## config.mk

```make
export PLATFORM = sky130hd
export DESIGN_NAME = ptw_top
export DESIGN_NICKNAME = d
export VERILOG_FILES = /design/src/rtl/ptw_pkg.sv /design/src/rtl/ptw_l1_decode.sv /design/src/rtl/ptw_l2_decode.sv /design/src/rtl/ptw_top.sv
export SDC_FILE = /design/constraint.sdc
export NUM_CORES = 1
export LEC_CHECK = 0
export BUFFER_PORTS_ARGS = -buffer_cell sky130_fd_sc_hd__buf_2
export CAP_MARGIN = 30
export CELL_PAD_IN_SITES_DETAIL_PLACEMENT = 1
export CELL_PAD_IN_SITES_GLOBAL_PLACEMENT = 1
export CORE_AREA = 2 2 125 127
export DETAILED_ROUTE_END_ITERATION = 6
export DIE_AREA = 0 0 127 129
export PLACE_DENSITY_LB_ADDON = 0.15
export SYNTH_ARGS = -nofsm -noshare
export SYNTH_HDL_FRONTEND = slang
export SYNTH_HIERARCHICAL = 1
export SYNTH_SLANG_ARGS = --single-unit
export TNS_END_PERCENT = 10
```

## constraint.sdc

```tcl
create_clock -name clk -period 4.8 [get_ports clk]
set_input_delay 0.72 -clock clk [delete_from_list [all_inputs] [get_ports clk]]
set_output_delay 0.72 -clock clk [all_outputs]
set_load 0.02 [all_outputs]
```

## src/rtl/ptw_pkg.sv

```systemverilog
package ptw_pkg;
  localparam int unsigned VA_W       = 32;
  localparam int unsigned L1_BASE_LSB = 14;
  localparam int unsigned L1_IDX_LSB  = 20;
  localparam int unsigned L2_BASE_LSB = 10;
  localparam int unsigned L2_IDX_LSB  = 12;
  localparam int unsigned SUPER_BIT   = 18;
  localparam int unsigned ATTR_LSB    = 2;

  typedef enum logic [1:0] {
    SZ_1M  = 2'b00,
    SZ_64K = 2'b01,
    SZ_4K  = 2'b10,
    SZ_16M = 2'b11
  } pgsz_e;

  typedef enum logic [1:0] {
    L1K_FAULT = 2'd0,
    L1K_TABLE = 2'd1,
    L1K_LEAF  = 2'd2
  } l1_kind_e;

  typedef enum logic [2:0] {
    ST_IDLE    = 3'd0,
    ST_L1_REQ  = 3'd1,
    ST_L1_WAIT = 3'd2,
    ST_L2_REQ  = 3'd3,
    ST_L2_WAIT = 3'd4,
    ST_DONE    = 3'd5,
    ST_FAULT   = 3'd6
  } walk_st_e;
endpackage

```

## src/rtl/ptw_l1_decode.sv

```systemverilog
module ptw_l1_decode
  import ptw_pkg::*;
#(
  parameter int unsigned ATTR_W = 10
) (
  input  logic [VA_W-1:0]   desc,
  input  logic [VA_W-1:0]   va,
  output l1_kind_e          kind,
  output logic [VA_W-1:0]   leaf_pa,
  output pgsz_e             leaf_size,
  output logic [VA_W-1:0]   next_addr,
  output logic [ATTR_W-1:0] attr
);
  localparam int unsigned SUPER_LSB = L1_IDX_LSB + 4;

  logic unused_bits;
  assign unused_bits = ^{desc, va};

  always_comb begin
    unique case (desc[1:0])
      2'b01:   kind = L1K_TABLE;
      2'b10:   kind = L1K_LEAF;
      default: kind = L1K_FAULT;
    endcase
  end

  always_comb begin
    if (desc[SUPER_BIT]) begin
      leaf_pa   = {desc[VA_W-1:SUPER_LSB], va[SUPER_LSB-1:0]};
      leaf_size = SZ_16M;
    end else begin
      leaf_pa   = {desc[VA_W-1:L1_IDX_LSB], va[L1_IDX_LSB-1:0]};
      leaf_size = SZ_1M;
    end
  end

  assign next_addr = {desc[VA_W-1:L2_BASE_LSB], va[L1_IDX_LSB-1:L2_IDX_LSB], 2'b00};
  assign attr      = desc[ATTR_LSB +: ATTR_W];
endmodule

```

## src/rtl/ptw_l2_decode.sv

```systemverilog
module ptw_l2_decode
  import ptw_pkg::*;
#(
  parameter int unsigned ATTR_W = 10
) (
  input  logic [VA_W-1:0]   desc,
  input  logic [VA_W-1:0]   va,
  output logic              hit,
  output logic [VA_W-1:0]   leaf_pa,
  output pgsz_e             leaf_size,
  output logic [ATTR_W-1:0] attr
);
  localparam int unsigned LARGE_LSB = L2_IDX_LSB + 4;

  logic unused_bits;
  assign unused_bits = ^{desc, va};

  assign hit = (desc[1:0] != 2'b00);

  always_comb begin
    if (desc[1]) begin
      leaf_pa   = {desc[VA_W-1:L2_IDX_LSB], va[L2_IDX_LSB-1:0]};
      leaf_size = SZ_4K;
    end else begin
      leaf_pa   = {desc[VA_W-1:LARGE_LSB], va[LARGE_LSB-1:0]};
      leaf_size = SZ_64K;
    end
  end

  assign attr = desc[ATTR_LSB +: ATTR_W];
endmodule

```

## src/rtl/ptw_top.sv

```systemverilog
module ptw_top
  import ptw_pkg::*;
#(
  parameter int unsigned ATTR_W = 10
) (
  input  logic              clk,
  input  logic              rst,
  input  logic              req_valid,
  output logic              req_ready,
  input  logic [31:0]       req_va,
  input  logic [31:0]       req_base,
  output logic              mem_req_valid,
  input  logic              mem_req_ready,
  output logic [31:0]       mem_req_addr,
  input  logic              mem_rsp_valid,
  input  logic [31:0]       mem_rsp_data,
  output logic              done_o,
  output logic [31:0]       done_pa,
  output logic [1:0]        done_size,
  output logic [ATTR_W-1:0] done_attr,
  output logic              fault_o,
  output logic [31:0]       fault_va
);
  walk_st_e          state_q;
  logic [VA_W-1:0]   va_q;
  logic [VA_W-1:0]   addr_q;
  logic [VA_W-1:0]   pa_q;
  pgsz_e             size_q;
  logic [ATTR_W-1:0] attr_q;

  l1_kind_e          l1_kind;
  logic [VA_W-1:0]   l1_pa;
  pgsz_e             l1_size;
  logic [VA_W-1:0]   l1_next;
  logic [ATTR_W-1:0] l1_attr;

  logic              l2_hit;
  logic [VA_W-1:0]   l2_pa;
  pgsz_e             l2_size;
  logic [ATTR_W-1:0] l2_attr;

  ptw_l1_decode #(.ATTR_W(ATTR_W)) u_l1 (
    .desc      (mem_rsp_data),
    .va        (va_q),
    .kind      (l1_kind),
    .leaf_pa   (l1_pa),
    .leaf_size (l1_size),
    .next_addr (l1_next),
    .attr      (l1_attr)
  );

  ptw_l2_decode #(.ATTR_W(ATTR_W)) u_l2 (
    .desc      (mem_rsp_data),
    .va        (va_q),
    .hit       (l2_hit),
    .leaf_pa   (l2_pa),
    .leaf_size (l2_size),
    .attr      (l2_attr)
  );

  always_ff @(posedge clk) begin
    if (rst) begin
      state_q <= ST_IDLE;
      va_q    <= '0;
      addr_q  <= '0;
      pa_q    <= '0;
      size_q  <= SZ_1M;
      attr_q  <= '0;
    end else begin
      unique case (state_q)
        ST_IDLE: begin
          if (req_valid) begin
            va_q    <= req_va;
            addr_q  <= {req_base[VA_W-1:L1_BASE_LSB], req_va[VA_W-1:L1_IDX_LSB], 2'b00};
            state_q <= ST_L1_REQ;
          end
        end
        ST_L1_REQ: if (mem_req_ready) state_q <= ST_L1_WAIT;
        ST_L1_WAIT: begin
          if (mem_rsp_valid) begin
            unique case (l1_kind)
              L1K_TABLE: begin
                addr_q  <= l1_next;
                state_q <= ST_L2_REQ;
              end
              L1K_LEAF: begin
                pa_q    <= l1_pa;
                size_q  <= l1_size;
                attr_q  <= l1_attr;
                state_q <= ST_DONE;
              end
              default: state_q <= ST_FAULT;
            endcase
          end
        end
        ST_L2_REQ: if (mem_req_ready) state_q <= ST_L2_WAIT;
        ST_L2_WAIT: begin
          if (mem_rsp_valid) begin
            if (l2_hit) begin
              pa_q    <= l2_pa;
              size_q  <= l2_size;
              attr_q  <= l2_attr;
              state_q <= ST_DONE;
            end else begin
              state_q <= ST_FAULT;
            end
          end
        end
        default: state_q <= ST_IDLE;
      endcase
    end
  end

  assign req_ready     = (state_q == ST_IDLE);
  assign mem_req_valid = (state_q == ST_L1_REQ) || (state_q == ST_L2_REQ);
  assign mem_req_addr  = addr_q;
  assign done_o        = (state_q == ST_DONE);
  assign done_pa       = pa_q;
  assign done_size     = size_q;
  assign done_attr     = attr_q;
  assign fault_o       = (state_q == ST_FAULT);
  assign fault_va      = va_q;

  // a request not yet granted stays up with the same address
  a_r11_hold_req: assert property (@(posedge clk) disable iff (rst)
    (mem_req_valid && !mem_req_ready) |=> (mem_req_valid && $stable(mem_req_addr)));

  // the first read follows the accepted request with the table-indexed address
  a_r2_first_read: assert property (@(posedge clk) disable iff (rst)
    (req_valid && req_ready) |=> (mem_req_valid &&
      mem_req_addr == {$past(req_base[31:14]), $past(req_va[31:20]), 2'b00}));

  // result pulses are exclusive and last one cycle
  a_r10_exclusive: assert property (@(posedge clk) disable iff (rst)
    done_o |-> !fault_o);
  a_r10_done_pulse: assert property (@(posedge clk) disable iff (rst)
    done_o |=> !done_o);
  a_r10_fault_pulse: assert property (@(posedge clk) disable iff (rst)
    fault_o |=> !fault_o);

  // no request is taken in a result cycle
  a_r12_busy_result: assert property (@(posedge clk) disable iff (rst)
    (done_o || fault_o) |-> !req_ready);
endmodule

```

==> results.yml, run 1 <==
outcome:
  outcome: "completed"
place:
  finalWeightedCongestion: 0.765
  count_of_input_and_output_buffers: 198
  cell_area_placed_um2: 6090
  detailed_place_hpwl_um: 10700
sta:
  post-route-min-period_ps: 2620
  final-max-slew-violation-count: 0
  min_period_over_period_pct: 54.6
  worst_clock_skew_ps: 7.69
  setup-tns-final_ps: 0
  final_hold_viol_count: 0
  clock.fmax_ghz: 0.381
  setup_viol: 0
  grt_setup_unrepaired: "false"
  slew-limit-headroom_pct: 34.5
  worst_slew_pin_slew_ps: 983
floorplan:
  fp-row-count: 45
  placeableCoreArea_um2: 15000
  initial_utilization_pct: 39.4
  top_level_pins: 213
  chipWidth_um: 127
  die_area_um2: 16400
  fp.dieH_um: 129
power_and_ir_drop:
  p_int_mw: 1.71
  p_per_area_nw_per_um2: 400
  power.share.clock_pct: 30.8
  sw_frac_of_total_pct: 33.5
  worst_ir_drop_vdd_mv: 0.166
  seq_power_share_pct: 42.3
  pwr-share-comb_pct: 26.9
  power_leakage_nw: 2.63
  net_switching_power_figure_mw: 0.860
routing:
  routed_wl_um: 15200
  detailed_routing_iteration_count_for_the_pre_antenna_repair_pass: 4
  routedWlPerCell_um: 16.9
  drt_first_iter_violations: 196
  drt-vias-per-instance: 4.94
  routed-via-count: 4464
  antenna_violation_net_count_after_detailed_routing: 0
  detail_route.drc_violations: 0
clock_tree:
  clockBufferDepth: 2
  cts_setup_buffers: 0
  postcts_resize_cnt: 0
  numCtsBuffers: 9
  cts_tree: "done"
  worst_setup_hold_path_clk_slew_ps: 70
  cts-root-buf: "sky130_fd_sc_hd__clkbuf_16"
  htree_levels: 3
  clock-sinks: 111
  cts_hold_repair.buffers: 0
  clock_latency_ps: 350
setup_path:
  endpoint_class_of_the_critical_path: "flip-flop"
  worst-path-max-fanout: 46
  worst_r2r_path_depth: 5
  cp_peak_stage_delay_ps: 540
  worst-setup-path-type: "in2reg"
  r2r_end: "mem_req_addr[3]"
  reg2reg_launch_point: "state_q[1]"
  worstPathArrival_ps: 2870
  critical_path.cell_chain: "buf_2 -> nor2b_1 -> inv_1 -> ha_1 -> nand3_2 -> a21boi_4 -> buf_4 -> nor2_1 -> a211oi_1"
  crit_path_start_kind: "input pin"
  crit_family: "compound AO/OA/AOI/OAI gates"
  buffers_inverters_on_critical_path: 3
  ff2ff_setup_slack_ps: 2420
  cp_slowest_cell: "sky130_fd_sc_hd__a21boi_4"
  worstPathRequired_ps: 5050
synth:
  post_synth_instance_area_um2: 5900
  yosys_warns: 6
  synth_largest_type_area_fraction_pct: 37.7
  synth_xor_area_share_pct: 0
  asyncSetResetFlopFracSynth_pct: 0
  synth_compound_gate_area_share_pct: 15.8
  post_synth_adder_cell_area_pct: 0.424
  ff_latch_count_synth: 111
  synth_cells: 647
  post_synth_and_or_nand_nor_area_fraction_pct: 11.9
  postSynthAreaPerCell_um2: 9.11
  proportion_of_synthesized_chip_area_in_sequential_cells_pct: 37.7
  synth_ff_type: "sky130_fd_sc_hd__dfxtp_1"
  main_combinational_cell_family_by_area_after_synthesis: "buffers and inverters"
  netlist-cell-type-count: 36
  area_contributors_post_synth: "sky130_fd_sc_hd__dfxtp_1 38%, sky130_fd_sc_hd__buf_4 15%, sky130_fd_sc_hd__mux2i_1 13%, sky130_fd_sc_hd__a211oi_1 6.5%, sky130_fd_sc_hd__a211oi_2 5.1%"
  synth_edf_count: 0
  yosys-mux-area-fraction_pct: 14.4
  yosys_top_cell_by_area: "sky130_fd_sc_hd__dfxtp_1"
final_layout:
  design_area_um2: 6410
  layout-drive-gt1-share_pct: 37.0
  most_common_cell_after_layout_fill_and_taps_aside: "sky130_fd_sc_hd__buf_2"
  nNetsFinal: 811
  area_growth_syn_to_layout_pct: 8.72
  num-fill-cells: 1806
  mostFrequentLayoutCells: "197 x sky130_fd_sc_hd__buf_2, 111 x sky130_fd_sc_hd__dfxtp_1, 78 x sky130_fd_sc_hd__nor2_1, 75 x sky130_fd_sc_hd__mux2i_1, 65 x sky130_fd_sc_hd__nand2_1"
min_path:
  worst_hold_path.endpoint: "fault_va[30]"
  holdCritStartpoint: "fault_va[30]"
  class_of_the_worst_hold_path: "reg2reg"
  hold_path_depth: 2
global_route:
  pin_count_of_the_biggest_net_entering_global_routing: 81
  global_route.overflow_total: 0
  antenna_found_initial: 2
  grt_pass1_wl_um: 24300
  groute.usage.overall_pct: 18.7
  first_global_vias: 4525
job:
  cap_violations: 0
==> worst max-delay path by stage <==
stage | end | start | depth (start not counted)
floorplan | done_pa[17] | mem_rsp_data[0] | 8
global placement | mem_req_addr[2] | mem_rsp_data[1] | 9
detailed placement | mem_req_addr[3] | mem_rsp_data[1] | 9
CTS | mem_req_addr[3] | mem_rsp_data[1] | 9
global route | mem_req_addr[3] | mem_rsp_data[1] | 9
finish | mem_req_addr[3] | mem_rsp_data[1] | 9
==> layout make-up <==
type | instances | area, um2 | area share (%)
flip-flops and latches | 111 | 2220 | 34.7
clock inverters | 5 | 63.8 | 0.995
diodes | 2 | 5.00 | 0.0781
clock buffers | 11 | 253 | 3.94
inverters | 6 | 22.5 | 0.351
well taps | 188 | 235 | 3.67
repair buffers | 207 | 1070 | 16.7
multi-input cells | 373 | 2540 | 39.6
==> cells by family after synthesis <==
kind of cell / count (synthesis)
AOI/OAI and AO/OA: 118
other: 1
muxes: 84
and+or+nand+nor: 167
adders and majority gates: 2
DFF: 111
buffers and inverters: 164
==> per-stage QoR <==
stage | instances | hold WS, ps | power, mW | utilization (%) | worst slack, ps
after CTS | 901 | 466 | 2.61 | 42.8 | 2150
after global routing | 902 | 488 | 2.72 | 42.8 | 1950
final | 903 | 463 | 2.57 | 42.8 | 2180
after global placement | 884 | 441 | 1.78 | 40.5 | 1970
after detailed placement | 885 | 455 | 1.81 | 40.7 | 1780
after floorplan | 648 | 535 | 1.67 | - | 2810
==> flip-flops by register name, indices dropped and copies added (netlist names) <==
name and count:
done_attr 10, done_pa 32, done_size 2, fault_va 32
mem_req_addr 32, state_q 3
==> routing by layer <==
metal / up-vias / global-route usage (%) / routed length [um]
li1: 2222 / - / -
met3: 12 / 5.45 / 1010
met5: - / 0 / 0
met1: 2116 / 22.6 / 6580
met4: 0 / 6.66 / 204
met2: 114 / 31.9 / 7430
==> worst min-delay path, cell delays in order, from the launching register on <==
cell and delay, ps:
sky130_fd_sc_hd__dfxtp_1 310, sky130_fd_sc_hd__nand2_1 50, sky130_fd_sc_hd__a21oi_1 50
==> power by group through the flow <==
| stage | clock (mW) | sequential (mW) | combinational (mW) |
|---|---|---|---|
| finish | 0.791 | 1.09 | 0.690 |
| floorplan | 0 | 1.21 | 0.467 |
| CTS | 0.822 | 1.09 | 0.701 |
| detailed placement | 0 | 1.11 | 0.699 |
| global placement | 0 | 1.10 | 0.676 |
| global route | 0.865 | 1.10 | 0.758 |
==> cell usage after synthesis, drive strengths merged (3+ instances only) <==
| library cell | instances |
|---|---|
| nor2 | 78 |
| nor3b | 3 |
| nand2b | 4 |
| dfxtp | 111 |
| mux2 | 9 |
| nand2 | 65 |
| mux2i | 75 |
| a211oi | 75 |
| inv | 6 |
| nor2b | 5 |
| a21oi | 36 |
| clkbuf | 16 |
| buf | 142 |
| nand3 | 3 |
(Power assumes the default switching activity.)
==> run 2: changes to the inputs <==
--- a/config.mk
+++ b/config.mk
@@ -9,9 +9,9 @@
 export CAP_MARGIN = 30
 export CELL_PAD_IN_SITES_DETAIL_PLACEMENT = 1
 export CELL_PAD_IN_SITES_GLOBAL_PLACEMENT = 1
-export CORE_AREA = 2 2 125 127
+export CORE_AREA = 2 2 130 132
 export DETAILED_ROUTE_END_ITERATION = 6
-export DIE_AREA = 0 0 127 129
+export DIE_AREA = 0 0 132 134
 export PLACE_DENSITY_LB_ADDON = 0.15
 export SYNTH_ARGS = -nofsm -noshare
 export SYNTH_HDL_FRONTEND = slang
==> constraint.sdc (replaced) <==
create_clock -name clk -period 2.65 [get_ports clk]
set_input_delay 0.3975 -clock clk [delete_from_list [all_inputs] [get_ports clk]]
set_output_delay 0.3975 -clock clk [all_outputs]
set_load 0.02 [all_outputs]
==> results.yml, run 2 (same netlist as run 1, synthesis figures left out) <==
sta:
  setup_slack_ps: 726
  setup_viol: 0
  setup-tns-final_ps: 0
  clock.fmax_ghz: 0.520
  final-max-slew-violation-count: 0
  worst_clock_skew_ps: 8.53
  hold-worst-slack_ps: 279
  slew-limit-headroom_pct: 63.6
  worst_slew_pin_slew_ps: 545
  final_hold_viol_count: 0
  grt_setup_unrepaired: "false"
  min_period_over_period_pct: 72.6
  post-route-min-period_ps: 1920
outcome:
  outcome: "completed"
power_and_ir_drop:
  seq_power_share_pct: 42.4
  power.share.clock_pct: 30.3
  design_power_total_mw: 4.64
  p_int_mw: 3.08
  power_leakage_nw: 2.64
  p_per_area_nw_per_um2: 716
  sw_frac_of_total_pct: 33.7
  net_switching_power_figure_mw: 1.57
  worst_ir_drop_vdd_mv: 0.267
  pwr-share-comb_pct: 27.3
setup_path:
  critical_path.cell_chain: "nand3b_1 -> a21oi_4 -> buf_4 -> nor2_1 -> a211oi_1"
  crit_path_start_kind: "flip-flop"
  worst_r2r_path_depth: 5
  r2r_end: "done_pa[6]"
  worstPathRequired_ps: 2920
  ff2ff_setup_slack_ps: 730
  reg2reg_launch_point: "state_q[1]"
  worstPathArrival_ps: 2190
  worst-setup-path-type: "reg2reg"
  worst-path-max-fanout: 38
  cp_peak_stage_delay_ps: 670
  cp_slowest_cell: "sky130_fd_sc_hd__dfxtp_1"
  endpoint_class_of_the_critical_path: "flip-flop"
global_route:
  first_global_vias: 4626
  groute.usage.overall_pct: 17.7
  antenna_found_initial: 1
  global_route.overflow_total: 0
  pin_count_of_the_biggest_net_entering_global_routing: 58
  grt_pass1_wl_um: 24900
floorplan:
  fp-row-count: 47
  top_level_pins: 213
  fp.dieH_um: 134
  initial_utilization_pct: 36.2
  placeableCoreArea_um2: 16300
  chipWidth_um: 132
  die_area_um2: 17700
final_layout:
  area_growth_syn_to_layout_pct: 9.99
  design_area_um2: 6490
  stdcell_count: 935
  finalCoreUtilization_pct: 39.8
  most_common_cell_after_layout_fill_and_taps_aside: "sky130_fd_sc_hd__buf_2"
  num-fill-cells: 1980
  nNetsFinal: 813
  mostFrequentLayoutCells: "197 x sky130_fd_sc_hd__buf_2, 111 x sky130_fd_sc_hd__dfxtp_1, 78 x sky130_fd_sc_hd__nor2_1, 75 x sky130_fd_sc_hd__mux2i_1, 65 x sky130_fd_sc_hd__nand2_1"
  layout-drive-gt1-share_pct: 37.2
  antenna_cells_inserted: 0
routing:
  drt_first_iter_violations: 141
  drt-vias-per-instance: 4.80
  routedWlPerCell_um: 16.7
  antenna_violation_net_count_after_detailed_routing: 0
  detail_route.drc_violations: 0
  routed_wl_um: 15600
  detailed_routing_iteration_count_for_the_pre_antenna_repair_pass: 4
  routed-via-count: 4486
place:
  finalWeightedCongestion: 0.780
  placedCellCount: 919
  cell_area_placed_um2: 6180
  dp_worst_setup_slack_ps: 411
  count_of_input_and_output_buffers: 198
  detailed_place_hpwl_um: 11000
clock_tree:
  cts_tree: "done"
  htree_levels: 3
  numCtsBuffers: 9
  clock_latency_ps: 350
  cts_hold_repair.buffers: 0
  cts_setup_buffers: 0
  worst_setup_hold_path_clk_slew_ps: 80
  postcts_resize_cnt: 0
  clock-sinks: 111
  cts-root-buf: "sky130_fd_sc_hd__clkbuf_16"
  clockBufferDepth: 2
min_path:
  holdCritStartpoint: "req_va[11]"
  worst_hold_path.endpoint: "fault_va[11]"
  class_of_the_worst_hold_path: "in2reg"
  hold_path_depth: 3
job:
  cap_violations: 0
run 2: changes by cell type in the layout (fill, tap and decap cells not counted):
cell	delta
sky130_fd_sc_hd__buf_12	+3
sky130_fd_sc_hd__clkinv_2	+2
sky130_fd_sc_hd__clkinv_4	-2
sky130_fd_sc_hd__diode_2	-2
sky130_fd_sc_hd__buf_4	-1
sky130_fd_sc_hd__clkbuf_8	-1
sky130_fd_sc_hd__inv_6	+1
run 2: worst max path at each step:
stage	from	slack, ps	end
4_1_cts	state_q[1]	720	done_pa[6]
3_5_place_dp	mem_rsp_data[1]	410	done_pa[6]
2_1_floorplan	mem_rsp_data[0]	980	done_pa[17]
5_1_grt	state_q[1]	500	done_pa[5]
6_report	state_q[1]	730	done_pa[6]
3_3_place_gp	mem_rsp_data[1]	510	done_attr[1]
run 2: worst max-delay path: cells and delay by family, from the launching register on:
kind	cells	cell delay (ps)
AO/OA/AOI/OAI	2	460
buffers and inverters	1	390
flip-flops	1	670
AND/OR/NAND/NOR	2	300
run 2: power groups by stage:
stage          combinational (mW)  clock [mW]  sequential [mW]
6_report                     1.27        1.41             1.97
4_1_cts                      1.29        1.47             1.97
2_1_floorplan               0.846           0             2.18
3_3_place_gp                 1.26           0             2.00
3_5_place_dp                 1.29           0             2.01
5_1_grt                      1.39        1.54             2.00
run 2: cell type report:
class                      instances  area [um2]  share of cell area [%]
multi-input combinational        373        2540                    39.1
sequential                       111        2220                    34.3
timing repair buffer             209        1130                    17.4
tap                              220         275                    4.24
clock buffer                      10         239                    3.68
clock inverter                     6        65.1                    1.00
inverter                           6        22.5                   0.347
run 2: routing by layer:
layer	wire length, um	vias to the layer above	GRT usage (%)	part of all wire, %
met5	5	-	0	0.032
met4	258	2	6.22	1.7
met3	886	19	4.84	5.7
met2	7510	107	30.1	48
met1	6930	2130	21.7	44
li1	-	2228	-	-
